--- src/rtl/ssv_pkg.sv ---
package ssv_pkg;
  localparam int NPORT = 2;

  typedef enum logic [1:0] {
    VS_IDLE = 2'd0,
    VS_PEND = 2'd1,
    VS_DONE = 2'd2
  } vst_e;
endpackage

--- src/rtl/ssv_pick.sv ---
module ssv_pick #(
  parameter int DEPTH = 4,
  parameter int IDX_W = 2
) (
  input  logic [IDX_W-1:0]                          head_idx,
  input  logic [DEPTH-1:0]                          elig,
  input  logic [ssv_pkg::NPORT-1:0]                 port_busy,
  output logic [ssv_pkg::NPORT-1:0]                 pick_vld,
  output logic [ssv_pkg::NPORT-1:0][IDX_W-1:0]      pick_idx
);
  logic [DEPTH-1:0] taken;
  logic [IDX_W-1:0] ix;

  // Each idle port, lowest index first, scans the ring from the head.
  always_comb begin
    taken    = '0;
    pick_vld = '0;
    pick_idx = '0;
    ix       = '0;
    for (int p = 0; p < ssv_pkg::NPORT; p++) begin
      if (!port_busy[p]) begin
        for (int k = 0; k < DEPTH; k++) begin
          ix = head_idx + IDX_W'(k);
          if (!pick_vld[p] && elig[ix] && !taken[ix]) begin
            pick_vld[p] = 1'b1;
            pick_idx[p] = ix;
            taken[ix]   = 1'b1;
          end
        end
      end
    end
  end
endmodule

--- src/rtl/ssv_rsp.sv ---
module ssv_rsp #(
  parameter int DEPTH  = 4,
  parameter int IDX_W  = 2,
  parameter int DATA_W = 32
) (
  input  logic                         rsp_vld,
  input  logic                         rsp_hit,
  input  logic [IDX_W:0]               rsp_tag,
  input  logic [DATA_W-1:0]            rsp_data,
  input  logic [DEPTH-1:0]             ent_vld,
  input  logic [DEPTH-1:0]             ent_gen,
  input  logic [DEPTH-1:0]             ent_pend,
  input  logic [DEPTH-1:0][DATA_W-1:0] ent_data,
  output logic                         upd,
  output logic [IDX_W-1:0]             upd_idx,
  output logic                         upd_sil
);
  logic tag_gen;

  assign upd_idx = rsp_tag[IDX_W-1:0];
  assign tag_gen = rsp_tag[IDX_W];

  // Drop responses for freed, reused or not-outstanding entries.
  assign upd     = rsp_vld && ent_vld[upd_idx] && ent_pend[upd_idx] &&
                   (ent_gen[upd_idx] == tag_gen);
  assign upd_sil = rsp_hit && (rsp_data == ent_data[upd_idx]);
endmodule

--- src/rtl/ssv_sqcnt.sv ---
module ssv_sqcnt #(
  parameter int CNT_W = 16
) (
  input  logic             clk,
  input  logic             rst_n,
  input  logic             inc,
  output logic [CNT_W-1:0] cnt
);
  logic [CNT_W-1:0] cnt_n;

  always_comb begin
    cnt_n = cnt;
    if (inc) cnt_n = cnt + CNT_W'(1);
  end

  always_ff @(posedge clk or negedge rst_n) begin
    if (!rst_n)   cnt <= '0;
    else if (inc) cnt <= cnt_n;
  end
endmodule

--- src/rtl/ssv_sched.sv ---
module ssv_sched #(
  parameter int ADDR_W = 16,
  parameter int DATA_W = 32,
  parameter int DEPTH  = 4,
  parameter int CNT_W  = 16,
  localparam int IDX_W = $clog2(DEPTH),
  localparam int TAG_W = IDX_W + 1,
  localparam int NP    = ssv_pkg::NPORT
) (
  input  logic               clk,
  input  logic               rst_n,
  input  logic               alloc_vld,
  input  logic [ADDR_W-1:0]  alloc_addr,
  input  logic [DATA_W-1:0]  alloc_data,
  output logic               tbl_full,
  input  logic [NP-1:0]      port_busy,
  output logic [NP-1:0]      vfy_vld,
  output logic [NP*ADDR_W-1:0] vfy_addr,
  output logic [NP*TAG_W-1:0]  vfy_tag,
  input  logic [NP-1:0]      rsp_vld,
  input  logic [NP-1:0]      rsp_hit,
  input  logic [NP*TAG_W-1:0]  rsp_tag,
  input  logic [NP*DATA_W-1:0] rsp_data,
  input  logic               cmt_stb,
  output logic               head_vld,
  output logic [ADDR_W-1:0]  head_addr,
  output logic [DATA_W-1:0]  head_data,
  output logic               head_wr,
  output logic [CNT_W-1:0]   sq_cnt
);
  import ssv_pkg::*;

  // reset synchronizer: asserts at once, releases on the clock
  logic [1:0] rst_q;
  logic       rst_i_n;
  always_ff @(posedge clk or negedge rst_n) begin
    if (!rst_n) rst_q <= 2'b00;
    else        rst_q <= {rst_q[0], 1'b1};
  end
  assign rst_i_n = rst_q[1];

  // ring state
  logic [DEPTH-1:0]             ent_vld, ent_vld_n;
  logic [DEPTH-1:0]             ent_gen, ent_gen_n;
  logic [DEPTH-1:0]             ent_sil, ent_sil_n;
  vst_e                         ent_st   [DEPTH];
  vst_e                         ent_st_n [DEPTH];
  logic [DEPTH-1:0][ADDR_W-1:0] ent_addr;
  logic [DEPTH-1:0][DATA_W-1:0] ent_data;
  logic [IDX_W-1:0]             head, head_n, tail, tail_n;
  logic [IDX_W:0]               occ, occ_n;

  logic [DEPTH-1:0] elig, pend;
  logic             do_alloc, do_cmt;

  logic [NP-1:0]            pick_vld;
  logic [NP-1:0][IDX_W-1:0] pick_idx;
  logic [NP-1:0]            upd, upd_sil;
  logic [NP-1:0][IDX_W-1:0] upd_idx;

  always_comb begin
    for (int e = 0; e < DEPTH; e++) begin
      elig[e] = ent_vld[e] && (ent_st[e] == VS_IDLE);
      pend[e] = ent_st[e] == VS_PEND;
    end
  end

  assign tbl_full = occ == (IDX_W+1)'(DEPTH);
  assign head_vld = ent_vld[head];
  assign head_addr = ent_addr[head];
  assign head_data = ent_data[head];
  assign head_wr  = !((ent_st[head] == VS_DONE) && ent_sil[head]);
  assign do_alloc = alloc_vld && !tbl_full;
  assign do_cmt   = cmt_stb && head_vld;

  ssv_pick #(.DEPTH(DEPTH), .IDX_W(IDX_W)) u_pick (
    .head_idx (head),
    .elig     (elig),
    .port_busy(port_busy),
    .pick_vld (pick_vld),
    .pick_idx (pick_idx)
  );

  for (genvar p = 0; p < NP; p++) begin : g_port
    assign vfy_vld[p]                  = pick_vld[p];
    assign vfy_addr[p*ADDR_W +: ADDR_W] = ent_addr[pick_idx[p]];
    assign vfy_tag[p*TAG_W +: TAG_W]    = {ent_gen[pick_idx[p]], pick_idx[p]};

    ssv_rsp #(.DEPTH(DEPTH), .IDX_W(IDX_W), .DATA_W(DATA_W)) u_rsp (
      .rsp_vld (rsp_vld[p]),
      .rsp_hit (rsp_hit[p]),
      .rsp_tag (rsp_tag[p*TAG_W +: TAG_W]),
      .rsp_data(rsp_data[p*DATA_W +: DATA_W]),
      .ent_vld (ent_vld),
      .ent_gen (ent_gen),
      .ent_pend(pend),
      .ent_data(ent_data),
      .upd     (upd[p]),
      .upd_idx (upd_idx[p]),
      .upd_sil (upd_sil[p])
    );
  end

  // next state: issue, then results, then commit, then allocation
  always_comb begin
    ent_vld_n = ent_vld;
    ent_gen_n = ent_gen;
    ent_sil_n = ent_sil;
    for (int e = 0; e < DEPTH; e++) ent_st_n[e] = ent_st[e];
    head_n = head;
    tail_n = tail;
    occ_n  = occ;
    for (int p = 0; p < NP; p++) begin
      if (pick_vld[p]) ent_st_n[pick_idx[p]] = VS_PEND;
    end
    for (int p = 0; p < NP; p++) begin
      if (upd[p]) begin
        ent_st_n[upd_idx[p]]  = VS_DONE;
        ent_sil_n[upd_idx[p]] = upd_sil[p];
      end
    end
    if (do_cmt) begin
      ent_vld_n[head] = 1'b0;
      head_n          = head + IDX_W'(1);
    end
    if (do_alloc) begin
      ent_vld_n[tail] = 1'b1;
      ent_gen_n[tail] = ~ent_gen[tail];
      ent_sil_n[tail] = 1'b0;
      ent_st_n[tail]  = VS_IDLE;
      tail_n          = tail + IDX_W'(1);
    end
    occ_n = occ + (IDX_W+1)'(do_alloc) - (IDX_W+1)'(do_cmt);
  end

  always_ff @(posedge clk or negedge rst_i_n) begin
    if (!rst_i_n) begin
      ent_vld <= '0;
      ent_gen <= '0;
      ent_sil <= '0;
      for (int e = 0; e < DEPTH; e++) ent_st[e] <= VS_IDLE;
      head <= '0;
      tail <= '0;
      occ  <= '0;
    end else begin
      ent_vld <= ent_vld_n;
      ent_gen <= ent_gen_n;
      ent_sil <= ent_sil_n;
      for (int e = 0; e < DEPTH; e++) ent_st[e] <= ent_st_n[e];
      head <= head_n;
      tail <= tail_n;
      occ  <= occ_n;
    end
  end

  // payload storage, no reset, written on allocation only
  always_ff @(posedge clk) begin
    if (do_alloc) begin
      ent_addr[tail] <= alloc_addr;
      ent_data[tail] <= alloc_data;
    end
  end

  ssv_sqcnt #(.CNT_W(CNT_W)) u_sqcnt (
    .clk  (clk),
    .rst_n(rst_i_n),
    .inc  (do_cmt && !head_wr),
    .cnt  (sq_cnt)
  );
endmodule

--- config.mk ---
export PLATFORM = sky130hd
export DESIGN_NAME = ssv_sched
export DESIGN_NICKNAME = d
export VERILOG_FILES = /design/src/rtl/ssv_pkg.sv /design/src/rtl/ssv_pick.sv /design/src/rtl/ssv_rsp.sv /design/src/rtl/ssv_sqcnt.sv /design/src/rtl/ssv_sched.sv
export SDC_FILE = /design/constraint.sdc
export NUM_CORES = 1
export LEC_CHECK = 0
export BUFFER_PORTS_ARGS = -buffer_cell sky130_fd_sc_hd__buf_4
export CAP_MARGIN = 20
export CORE_ASPECT_RATIO = 1.4
export CORE_MARGIN = 1
export CORE_UTILIZATION = 41
export CTS_BUF_LIST = sky130_fd_sc_hd__clkbuf_4
export DETAILED_ROUTE_END_ITERATION = 6
export PLACE_DENSITY = 0.7
export SLEW_MARGIN = 20
export SYNTH_ARGS = -nofsm -noshare
export SYNTH_HDL_FRONTEND = slang
export SYNTH_SLANG_ARGS = --single-unit
--- constraint.sdc ---
create_clock -name clk -period 8.6 [get_ports clk]
set_input_delay 1.72 -clock clk [delete_from_list [all_inputs] [get_ports clk]]
set_output_delay 1.72 -clock clk [all_outputs]
set_load 0.02 [all_outputs]
==> results.md, run 1 <==
* Slowest-stage cell, CP: mux4_2
* Core area at 32400 µm²
* CP startpoint: head[1]
* Post-synth top area share at between 40% and 50%
* Grt peak-use layer: met2
* FMAX at approximately 120 MHz
* Hold Crit Start: rst_q[0]
* Most frequent cells after synthesis: 192 x edfxtp_1, 124 x mux4_2, 69 x mux2i_1, 54 x xnor2_1
* Max-cap violation count at 0
* Crit-path cells: inv_2 > ha_1 > inv_2 > mux4_2 > a21o_1 > o22ai_2 > a21boi_1 > or4_1 > and4_4 > a311o_1 > and3_1 > o311ai_0 > o2111a_1 > nor2_2 > inv_2 > mux2i_1 > buf_4
* Worst setup EP type: output pin
* Critical Path AT at 6.42 ns
* Clock buffer depth at 3
* Synth warnings at 0
* HP Class: register to register
* Most common cell in the netlist: edfxtp_1
* #FFs+latches synth at ~240
* Total GRT Usage at approximately 22%
* Final nets at roughly 1300
* Drt pass-1 iters at 6
* Slowest stage delay, CP at around 0.68 ns
* Die height at 217 µm
* Critical Path RT at 6.88 ns
* Root Buffer: clkbuf_4
* # placed instances at about 1600
* EDFF count, synth at approximately 190
* Critical Path Stages at 17
* Dpl hpwl at 25.1 mm
* Die W at 155 µm
* Htree depth at 2
* M1 GR Usage at about a quarter
* Final Max Tran Viols at 0
* Cts hold-fix bufs at 0
* WL/cell at between 20 and 25 µm
* Primary FF master, synth: edfxtp_1
* Reg-to-reg startpoint: head[1]
* Reg2Reg Setup Slack at ~2.8 ns
* Fillers at a little under 3000
* Setup TNS at 0 ns
* Reg2reg end: ent_st[6]
* Total Wirelength at 37.0 mm
* 1st-iter DRT viols at 480
* Critical path class: register to output pin
* Critical path buffers and inverters at 4
* Number of port buffers at ~230
* Clock-pin slew of the registers on the worst-case setup and hold paths at 0.07 ns
* Worst reg2reg path depth at 17
* Fin util at roughly 51%
* Post-layout power at between 6 and 7 mW
* Initial core utilization at roughly two fifths
* First-pass GRT wire length at about 57 mm
* Mapped Avg Cell Area at 14.6 µm²
* Drc violations at 0
* Worst slew pin tran at 0.974 ns
* CTS tree: done
* Max Clock Skew at 0.0428 ns
* VDD IR max at roughly 0.22 mV
* Worst path top cell family by delay: compound AO/OA/AOI/OAI gates
* Worst-path maximum fanout at 20
* Cell leakage power at just over 6 nW
* Row cnt at 78
* Post-synth cell types at 73
* Placer Congestion at 0.837
* Met3 Track Usage GR at between 5 and 6%
* CP startpoint kind: register
* Post-DR vias/cell at around 5.7
* Sequential-to-total area share from yosys stat at roughly 50%
* Period utilisation layout at 94.7%
* I/O pins at 235
* Relative slew slack at 35.1%
* Gate Count Post-Synth at 925
* # setup viols final at 0
* Share of cells above drive strength 1 at 39.8%
* Setup crit end: vfy_addr[28]
* Synth area leaders: edfxtp_1 43%, mux4_2 21%, dfrtp_1 8.3%
* Syn_nets at about 1100
* Cell mode on critical path: inv_2
* Syn Std Cell Area at 13500 µm²
* P per Cell Area at roughly 380 nW/µm²
* Non-filler cells in the finished layout at between 1500 and 2000
* Final Hold Fails at 0
* Total gr overflow at 0
* Min Clock Period, post-route at slightly above 8 ns
* Post-synth ARST share at a little under a fifth
* GR Util met2 at a little over two fifths
* Post-DRT Antenna Nets at 0
* Status: finished, final reports clean
* Area Overhead vs Synth at 21.7%
* Sink Count at roughly 240
* RSZ-0062 raised after global routing: false
* Cts bufs inserted at 57
* DR vias at 9350
* Clock latency at the later pin of the worst-skew pair at roughly 0.71 ns
* Initial antenna violation count at 2
* Hold WS at between 0.3 and 0.4 ns
* Vias in the first global route at slightly below 10000
* Largest net degree at the start of global routing at 51
* Cell taking the most area after synthesis: edfxtp_1
* Die area at 33700 µm²
-- kinds of logic (layout without fill, tap and decap cells) --
group           after synthesis  in the layout  synth area share (%)
simple gates                189            189                  7.55
buf+inv                      83            366                  2.54
compound gates              123            123                  6.32
flops                       237            237                  51.0
fa+ha+maj                    12             12                  1.17
other cells                   1              2                0.0277
xor+xnor                     85             85                  5.51
mux                         195            195                  25.9
-- worst min path at each step --
stage / cells past startpoint / slack [ns] / end
detailed placement: 0 / 0.34 / rst_q[1]
CTS: 0 / 0.35 / rst_q[1]
global placement: 0 / 0.33 / rst_q[1]
finish: 0 / 0.35 / rst_q[1]
global route: 0 / 0.36 / rst_q[1]
floorplan: 0 / 0.33 / rst_q[1]
-- flip-flops by register name (all words and copies together) (netlist names) --
signal,flops
tail,2
ent_addr,64
ent_sil,4
ent_data,128
ent_vld,4
u_sqcnt.cnt,16
ent_st,8
occ,3
rst_q,2
ent_gen,4
head,2
-- metal layers --
metal  vias up  routed length, µm  share of wire [%]
met5         -                 13              0.035
met4         2                586                1.6
met3        46               2630                7.1
met2       360              20500                 55
met1      4720              13200                 36
li1       4222                  -                  -
-- metrics by stage --
step | setup slack, ns | area (µm²)
6_report | 0.460 | 16500
5_1_grt | 0.0944 | 16500
4_1_cts | 0.111 | 16400
3_5_place_dp | 0.883 | 15700
3_3_place_gp | 0.933 | 15700
2_1_floorplan | 1.42 | 13500
-- placed cells by master (no fill, tap or decap), types with 15 or more instances in the layout --
cell / Yosys / layout
buf_4: 2 / 247
edfxtp_1: 192 / 192
mux4_2: 124 / 124
clkbuf_4: 0 / 74
mux2i_1: 69 / 69
xnor2_1: 54 / 54
nand2_1: 45 / 45
dfrtp_1: 45 / 42
a21oi_1: 36 / 34
xor2_1: 31 / 31
nor2_1: 30 / 30
nand3_1: 21 / 21
nor2b_1: 19 / 19
a211oi_1: 19 / 19
o21ai_0: 16 / 16
inv_1: 19 / 15
-- where the power goes --
part / internal [mW] / leakage, nW / total (mW) / switching [mW]
registers: 1.52 / 2.32 / 1.70 / 0.181
clock network: 0.459 / 0.413 / 0.901 / 0.442
logic: 1.56 / 3.33 / 3.63 / 2.07
-- final cells by class --
class / instances / area (µm²) / share of cell area [%]
clock inverter: 20 / 136 / 0.829
tap: 440 / 551 / 3.35
inverter: 22 / 82.6 / 0.502
timing repair buffer: 250 / 1900 / 11.5
multi-input combinational: 605 / 6330 / 38.5
sequential: 237 / 6900 / 41.9
antenna: 1 / 2.50 / 0.0152
clock buffer: 74 / 556 / 3.38
-- repair_timing --
item,CTS,global route
buffers inserted,0,3
resized for setup,0,3
setup endpoints to repair,0,17
No activity file was read; power rests on OpenSTA's default activity.
==> run 2, diff against run 1 <==
--- a/config.mk
+++ b/config.mk
@@ -12,7 +12,7 @@
 export CORE_UTILIZATION = 41
 export CTS_BUF_LIST = sky130_fd_sc_hd__clkbuf_4
 export DETAILED_ROUTE_END_ITERATION = 6
-export PLACE_DENSITY = 0.7
+export PLACE_DENSITY = 0.59
 export SLEW_MARGIN = 20
 export SYNTH_ARGS = -nofsm -noshare
 export SYNTH_HDL_FRONTEND = slang
==> run 2 against run 1 <==
  * Worst hold slack worse by 0.052 ns
  * Cell count up 0.49%
  * Via count decreased by 0.71%
  * Register-to-register slack worse by 0.09 ns
  * Combinational power about the same
  * Power rose by 0.47%
  * First-iteration DRC count increased by 9.2%
  * Clock power grew 3.4%
  * Sequential share of layout area fell by 0.16 points
  * Clock-buffer cell count grew 6
  * Die area unchanged
  * Largest power group unchanged
==> results.md, run 2 (synthesized netlist as in run 1, its figures left out) <==
* Critical path buffers and inverters at 4 (unchanged)
* DP Worst Slack at 1.06 ns (was 0.883 ns)
* Worst setup EP type: output pin (unchanged)
* Cts hold-fix bufs at 0 (unchanged)
* Share of cells above drive strength 1 at 39.7% (was 39.8%)
* Largest net degree at the start of global routing at 52 (was 51)
* Drt pass-1 iters at 5 (was 6)
* Final instance area at 16500 µm² (about the same)
* Total Wirelength at 36.7 mm (was 37.0 mm)
* Hold WS at 0.299 ns (was 0.351 ns)
* Max-cap violation count at 0 (unchanged)
* Worst slew pin tran at 0.878 ns (was 0.974 ns)
* # setup viols final at 0 (unchanged)
* Critical Path RT at 6.88 ns (about the same)
* Htree depth at 2 (unchanged)
* Post-CTS Resized at 0 (unchanged)
* CP startpoint kind: register (unchanged)
* First-pass GRT wire length at 56.2 mm (was 56.6 mm)
* # placed instances at 1551 (unchanged)
* Worst-path maximum fanout at 20 (unchanged)
* Largest regs: ent_data (128), ent_addr (64), u_sqcnt.cnt (16) (unchanged)
* Slowest stage delay, CP at 0.69 ns (was 0.68 ns)
* Status: finished, final reports clean (unchanged)
* Cell leakage power at 6.09 nW (was 6.07 nW)
* Cts bufs inserted at 57 (unchanged)
* Crit-path cells: inv_2 > ha_1 > inv_2 > mux4_2 > a21o_1 > o221a_1 > a311oi_2 > nand2_1 > a21bo_2 > a311o_1 > a311oi_1 > nor3_1 > o32a_1 > o2111a_1 > nor2_2 > inv_2 > mux2i_1 > buf_4 (was inv_2 > ha_1 > inv_2 > mux4_2 > a21o_1 > o22ai_2 > a21boi_1 > or4_1 > and4_4 > a311o_1 > and3_1 > o311ai_0 > o2111a_1 > nor2_2 > inv_2 > mux2i_1 > buf_4)
* Post-layout power at 6.26 mW (was 6.23 mW)
* Reg2Reg Setup Slack at 2.72 ns (was 2.81 ns)
* Min Clock Period, post-route at 8.18 ns (was 8.14 ns)
* Final Max Tran Viols at 0 (unchanged)
* FMAX at 122 MHz (was 123 MHz)
* # Post-CTS Setup Buffers at 0 (unchanged)
* Initial antenna violation count at 2 (unchanged)
* Final Hold Fails at 0 (unchanged)
* DR vias at 9284 (was 9350)
* Drc violations at 0 (unchanged)
* I/O pins at 235 (unchanged)
* Vias in the first global route at 9683 (was 9918)
* Final nets at 1312 (was 1313)
* Total gr overflow at 0 (unchanged)
* WL/cell at 22.1 µm (was 22.4 µm)
* Biggest register: ent_data (unchanged)
* Relative slew slack at 41.5% (was 35.1%)
* Commonest non-fill, non-tap cell in the layout: buf_4 (unchanged)
* Die W at 155 µm (unchanged)
* Core area at 32400 µm² (unchanged)
* Die area at 33700 µm² (unchanged)
* Post-DRT Antenna Nets at 0 (unchanged)
* Sink Count at 237 (unchanged)
* Clock-pin slew of the registers on the worst-case setup and hold paths at 0.08 ns (was 0.07 ns)
* Critical Path AT at 6.46 ns (was 6.42 ns)
* Area Overhead vs Synth at 22.2% (was 21.7%)
* Total GRT Usage at 22.2% (was 22.4%)
* CTS tree: done (unchanged)
* Worst path top cell family by delay: compound AO/OA/AOI/OAI gates (unchanged)
* Worst Slack Setup Final at 0.420 ns (was 0.460 ns)
* Setup TNS at 0 ns (unchanged)
* Max Clock Skew at 0.0517 ns (was 0.0428 ns)
* P per Cell Area at 379 nW/µm² (about the same)
* VDD IR max at 0.221 mV (about the same)
* Number of port buffers at 234 (unchanged)
* 1st-iter DRT viols at 524 (was 480)
* Post-DR vias/cell at 5.60 (was 5.67)
* Initial core utilization at 41.7% (unchanged)
* Max reg flops at 128 (unchanged)
* Non-filler cells in the finished layout at 1657 (was 1649)
* RSZ-0062 raised after global routing: false (unchanged)
* Clock latency at the later pin of the worst-skew pair at 0.71 ns (about the same)
* Die height at 217 µm (unchanged)
* Commonest cells after routing, fill and taps aside: 244 x buf_4, 192 x edfxtp_1, 124 x mux4_2, 80 x clkbuf_4, 69 x mux2i_1 (was 247 x buf_4, 192 x edfxtp_1, 124 x mux4_2, 74 x clkbuf_4, 69 x mux2i_1)
* Placer Congestion at 0.859 (was 0.837)
* Dpl hpwl at 24.6 mm (was 25.1 mm)
* HP Class: register to asynchronous set/reset pin (was register to register)
* Period utilisation layout at 95.1% (was 94.7%)
* Cell mode on critical path: inv_2 (unchanged)
* Fillers at 2871 (was 2884)
* Slowest-stage cell, CP: mux4_2 (unchanged)
* Critical path class: register to output pin (unchanged)
* Row cnt at 78 (unchanged)
* Fin util at 51.0% (was 50.8%)
* Clock buffer depth at 3 (unchanged)
* Root Buffer: clkbuf_4 (unchanged)
* Area after DPL at 15700 µm² (about the same)
## run 2: changes by cell type in the layout (fill, tap and decap cells not counted), moves of 3 or more
cell	previous run	this run
buf_4	247	244
clkinv_1	11	17
clkbuf_4	74	80
clkinv_2	7	2
## run 2: report_power, final
part           switching [mW]  leakage [nW]  internal (mW)
logic                    2.07          3.33           1.56
registers               0.173          2.32           1.52
clock network           0.444         0.431          0.489
total                    2.69          6.09           3.57
## run 2: worst paths after layout
check	startpoint	to	depth (start not counted)
worst max-delay path	head[1]	vfy_addr[29]	18
worst min-delay path	rst_q[1]	ent_sil[3]	1
worst max register to register	head[1]	ent_st[6]	18
worst min register to register	rst_q[1]	ent_sil[3]	1
max in group asynchronous	rst_n	rst_q[1]	1
min in group clk	rst_q[0]	rst_q[1]	0
## run 2: routing by layer
| metal | routed length [µm] | global-route usage [%] | up-vias |
|---|---|---|---|
| met5 | 0 | 0 | - |
| met4 | 769 | 7.25 | 0 |
| met3 | 2350 | 5.38 | 42 |
| met2 | 20000 | 40.4 | 289 |
| met1 | 13600 | 25.4 | 4710 |
| li1 | - | - | 4243 |
## run 2: layout make-up
class                      instances  area [µm²]  share of cell area (%)
clock inverter                    22         141                   0.856
timing repair buffer             249        1910                    11.6
multi-input combinational        605        6330                    38.3
antenna                            2        5.00                  0.0303
clock buffer                      80         601                    3.64
tap                              440         551                    3.33
sequential                       237        6900                    41.8
inverter                          22        82.6                   0.500
## run 2: worst register-to-register path: stages, from the launching register on
cell	delay [ns]
dfrtp_4	0.48
inv_2	0.19
ha_1	0.40
inv_2	0.29
mux4_2	0.69
a21o_1	0.24
o221a_1	0.22
a311oi_2	0.39
nand2_1	0.15
a21bo_2	0.22
a311o_1	0.44
a311oi_1	0.32
nor3_1	0.14
o32a_1	0.36
o2111a_1	0.25
nor2_2	0.21
inv_2	0.30
o31ai_1	0.31
nor3b_1	0.19
==> run 3, diff against run 2 <==
--- a/config.mk
+++ b/config.mk
@@ -9,11 +9,11 @@
 export CAP_MARGIN = 20
 export CORE_ASPECT_RATIO = 1.4
 export CORE_MARGIN = 1
-export CORE_UTILIZATION = 41
+export CORE_UTILIZATION = 45
 export CTS_BUF_LIST = sky130_fd_sc_hd__clkbuf_4
 export DETAILED_ROUTE_END_ITERATION = 6
-export PLACE_DENSITY = 0.59
-export SLEW_MARGIN = 20
+export PLACE_DENSITY = 0.64
+export SLEW_MARGIN = 15
 export SYNTH_ARGS = -nofsm -noshare
 export SYNTH_HDL_FRONTEND = slang
 export SYNTH_SLANG_ARGS = --single-unit
==> run 3 against run 2 <==
  * Worst hold slack improved by 0.056 ns
  * Via count up 0.48%
  * Register-to-register slack gained 0.11 ns
  * Combinational power is essentially flat
  * Utilization is 4.8 points higher
  * Flip-flop and latch count did not move
  * Maximum frequency grew 0.79%
  * Clock-buffer cell count grew 4
  * Cell count decreased by 3.9%
==> results.md, run 3 (synthesized netlist as in run 1, its figures left out) <==
* Die W at 149 µm (was 155 µm)
* Period utilisation layout at 94.4% (was 95.1%)
* Final instance area at 16400 µm² (was 16500 µm²)
* DP Worst Slack at 1.07 ns (was 1.06 ns)
* CTS tree: done (unchanged)
* Clock buffer depth at 3 (unchanged)
* Critical Path RT at 6.88 ns (about the same)
* Drt pass-1 iters at 5 (unchanged)
* Total Wirelength at 35.9 mm (was 36.7 mm)
* Min Clock Period, post-route at 8.12 ns (was 8.18 ns)
* Number of port buffers at 234 (unchanged)
* Drc violations at 0 (unchanged)
* HP Class: register to register (was register to asynchronous set/reset pin)
* Slowest-stage cell, CP: mux4_2 (unchanged)
* P per Cell Area at 379 nW/µm² (about the same)
* Vias in the first global route at 9890 (was 9683)
* Final Max Tran Viols at 0 (unchanged)
* Die height at 207 µm (was 217 µm)
* Reg2reg end: ent_st[6] (unchanged)
* Worst path top cell family by delay: compound AO/OA/AOI/OAI gates (unchanged)
* Critical path buffers and inverters at 4 (unchanged)
* Worst slew pin tran at 0.987 ns (was 0.878 ns)
* Worst-path maximum fanout at 39 (was 20)
* Critical path class: register to output pin (unchanged)
* Row cnt at 74 (was 78)
* Post-DRT Antenna Nets at 0 (unchanged)
* Relative slew slack at 34.2% (was 41.5%)
* # setup viols final at 0 (unchanged)
* Commonest cells after routing, fill and taps aside: 244 x buf_4, 192 x edfxtp_1, 124 x mux4_2, 84 x clkbuf_4, 69 x mux2i_1 (was 244 x buf_4, 192 x edfxtp_1, 124 x mux4_2, 80 x clkbuf_4, 69 x mux2i_1)
* Cts bufs inserted at 57 (unchanged)
* Die area at 30800 µm² (was 33700 µm²)
* Cts hold-fix bufs at 0 (unchanged)
* Largest net degree at the start of global routing at 52 (unchanged)
* DR vias at 9329 (was 9284)
* Reg-to-reg startpoint: head[1] (unchanged)
* Biggest register: ent_data (unchanged)
* RSZ-0062 raised after global routing: false (unchanged)
* First-pass GRT wire length at 54.9 mm (was 56.2 mm)
* Max Clock Skew at 0.0804 ns (was 0.0517 ns)
* CP startpoint: head[1] (unchanged)
* FMAX at 123 MHz (was 122 MHz)
* Root Buffer: clkbuf_4 (unchanged)
* Worst setup EP type: output pin (unchanged)
* Initial core utilization at 46.1% (was 41.7%)
* Critical Path Stages at 18 (unchanged)
* Total gr overflow at 0 (unchanged)
* Cell leakage power at 6.06 nW (was 6.09 nW)
* Share of cells above drive strength 1 at 39.8% (was 39.7%)
* Final Hold Fails at 0 (unchanged)
* Crit-path cells: inv_2 > ha_1 > inv_2 > mux4_2 > a21o_1 > o221a_1 > a311oi_2 > nand2_1 > a21bo_2 > a311o_1 > and3_1 > o311ai_0 > o21ai_1 > a21oi_4 > buf_6 > mux2i_1 > mux2i_1 > buf_4 (was inv_2 > ha_1 > inv_2 > mux4_2 > a21o_1 > o221a_1 > a311oi_2 > nand2_1 > a21bo_2 > a311o_1 > a311oi_1 > nor3_1 > o32a_1 > o2111a_1 > nor2_2 > inv_2 > mux2i_1 > buf_4)
* Commonest non-fill, non-tap cell in the layout: buf_4 (unchanged)
* Clock latency at the later pin of the worst-skew pair at 0.72 ns (was 0.71 ns)
* Reg2Reg Setup Slack at 2.83 ns (was 2.72 ns)
* Total GRT Usage at 23.7% (was 22.2%)
* Slowest stage delay, CP at 0.68 ns (was 0.69 ns)
* Core area at 29400 µm² (was 32400 µm²)
* Max-cap violation count at 0 (unchanged)
* Area after DPL at 15600 µm² (was 15700 µm²)
* Hold Crit Start: rst_q[0]
* Worst reg2reg path depth at 18 (unchanged)
* CP startpoint kind: register (unchanged)
* Status: finished, final reports clean (unchanged)
* Initial antenna violation count at 2 (unchanged)
* Placer Congestion at 0.896 (was 0.859)
* Fillers at 2406 (was 2871)
* Setup TNS at 0 ns (unchanged)
* VDD IR max at 0.220 mV (was 0.221 mV)
* Worst Slack Setup Final at 0.484 ns (was 0.420 ns)
* WL/cell at 22.5 µm (was 22.1 µm)
* I/O pins at 235 (unchanged)
* Post-DR vias/cell at 5.86 (was 5.60)
* Area Overhead vs Synth at 21.0% (was 22.2%)
* Htree depth at 2 (unchanged)
* Clock-pin slew of the registers on the worst-case setup and hold paths at 0.07 ns (was 0.08 ns)
* 1st-iter DRT viols at 496 (was 524)
* Post-layout power at 6.19 mW (was 6.26 mW)
* Sink Count at 237 (unchanged)
* Max reg flops at 128 (unchanged)
* Largest regs: ent_data (128), ent_addr (64), u_sqcnt.cnt (16) (unchanged)
* Dpl hpwl at 24.3 mm (was 24.6 mm)
* Final nets at 1309 (was 1312)
* Critical Path AT at 6.40 ns (was 6.46 ns)
* Setup crit end: vfy_addr[26] (was vfy_addr[29])
==> run 3: cell count changes in the layout (fill, tap and decap cells not counted), moves of 2 or more <==
cell	before	now
clkinv_1	17	11
clkbuf_4	80	84
buf_6	3	1
bufinv_16	2	0
clkinv_4	0	2
==> run 3: worst min-delay path by stage <==
stage / end / slack, ns / depth (start not counted)
finish: rst_q[1] / 0.36 / 0
CTS: rst_q[1] / 0.35 / 0
global placement: rst_q[1] / 0.34 / 0
detailed placement: rst_q[1] / 0.34 / 0
global route: rst_q[1] / 0.37 / 0
floorplan: rst_q[1] / 0.33 / 0
==> run 3: per-stage QoR <==
| stage | std cells | utilization (%) | hold WS, ns |
|---|---|---|---|
| 5_1_grt | 1592 | 55.8 | 0.372 |
| 4_1_cts | 1589 | 55.6 | 0.351 |
| 6_report | 1592 | 55.8 | 0.355 |
| 2_1_floorplan | 925 | - | 0.331 |
| 3_3_place_gp | 1489 | 53.2 | 0.337 |
| 3_5_place_dp | 1489 | 53.2 | 0.344 |
==> run 3: per-layer routing <==
metal | wire [µm] | vias up | track usage [%]
li1 | - | 4219 | -
met1 | 13300 | 4716 | 27.2
met2 | 19300 | 333 | 42.2
met3 | 2520 | 61 | 5.90
met4 | 824 | 0 | 8.60
met5 | 0 | - | 0
==> run 3: what timing repair did <==
| item | 4_1_cts | 5_1_grt |
|---|---|---|
| buffers inserted | 0 | 0 |
| resized for setup | 0 | 2 |
| endpoints found under the hold margin | 0 | 0 |
| endpoints found under the setup margin | 0 | 17 |
==> run 3: layout make-up <==
| type | count | area [µm²] | share of cell area (%) |
|---|---|---|---|
| antenna | 2 | 5.00 | 0.0306 |
| clock inverter | 16 | 72.6 | 0.443 |
| sequential | 237 | 6900 | 42.2 |
| clock buffer | 84 | 631 | 3.85 |
| inverter | 22 | 82.6 | 0.505 |
| multi-input combinational | 605 | 6330 | 38.7 |
| tap | 380 | 475 | 2.91 |
| timing repair buffer | 246 | 1870 | 11.4 |
==> run 3: power by group <==
part           switching (mW)  total [mW]  internal [mW]  leakage [nW]
sequential              0.175        1.70           1.52          2.32
combinational            2.07        3.61           1.55          3.31
clock                   0.438       0.884          0.446         0.424
==> run 3: worst register-to-register path, stage by stage, from the launching register on <==
cell and delay (ns):
dfrtp_4 0.47, inv_2 0.16, ha_1 0.40, inv_2 0.28, mux4_2 0.68, a21oi_1 0.23, a21oi_1 0.09, a311o_1 0.35
o2bb2ai_1 0.53, nor2_1 0.26, and2_1 0.25, a311oi_1 0.29, nor3_1 0.15, o32a_1 0.36, o2111a_1 0.25, nor2_2 0.18
inv_2 0.28, o31ai_1 0.33, nor3b_1 0.20
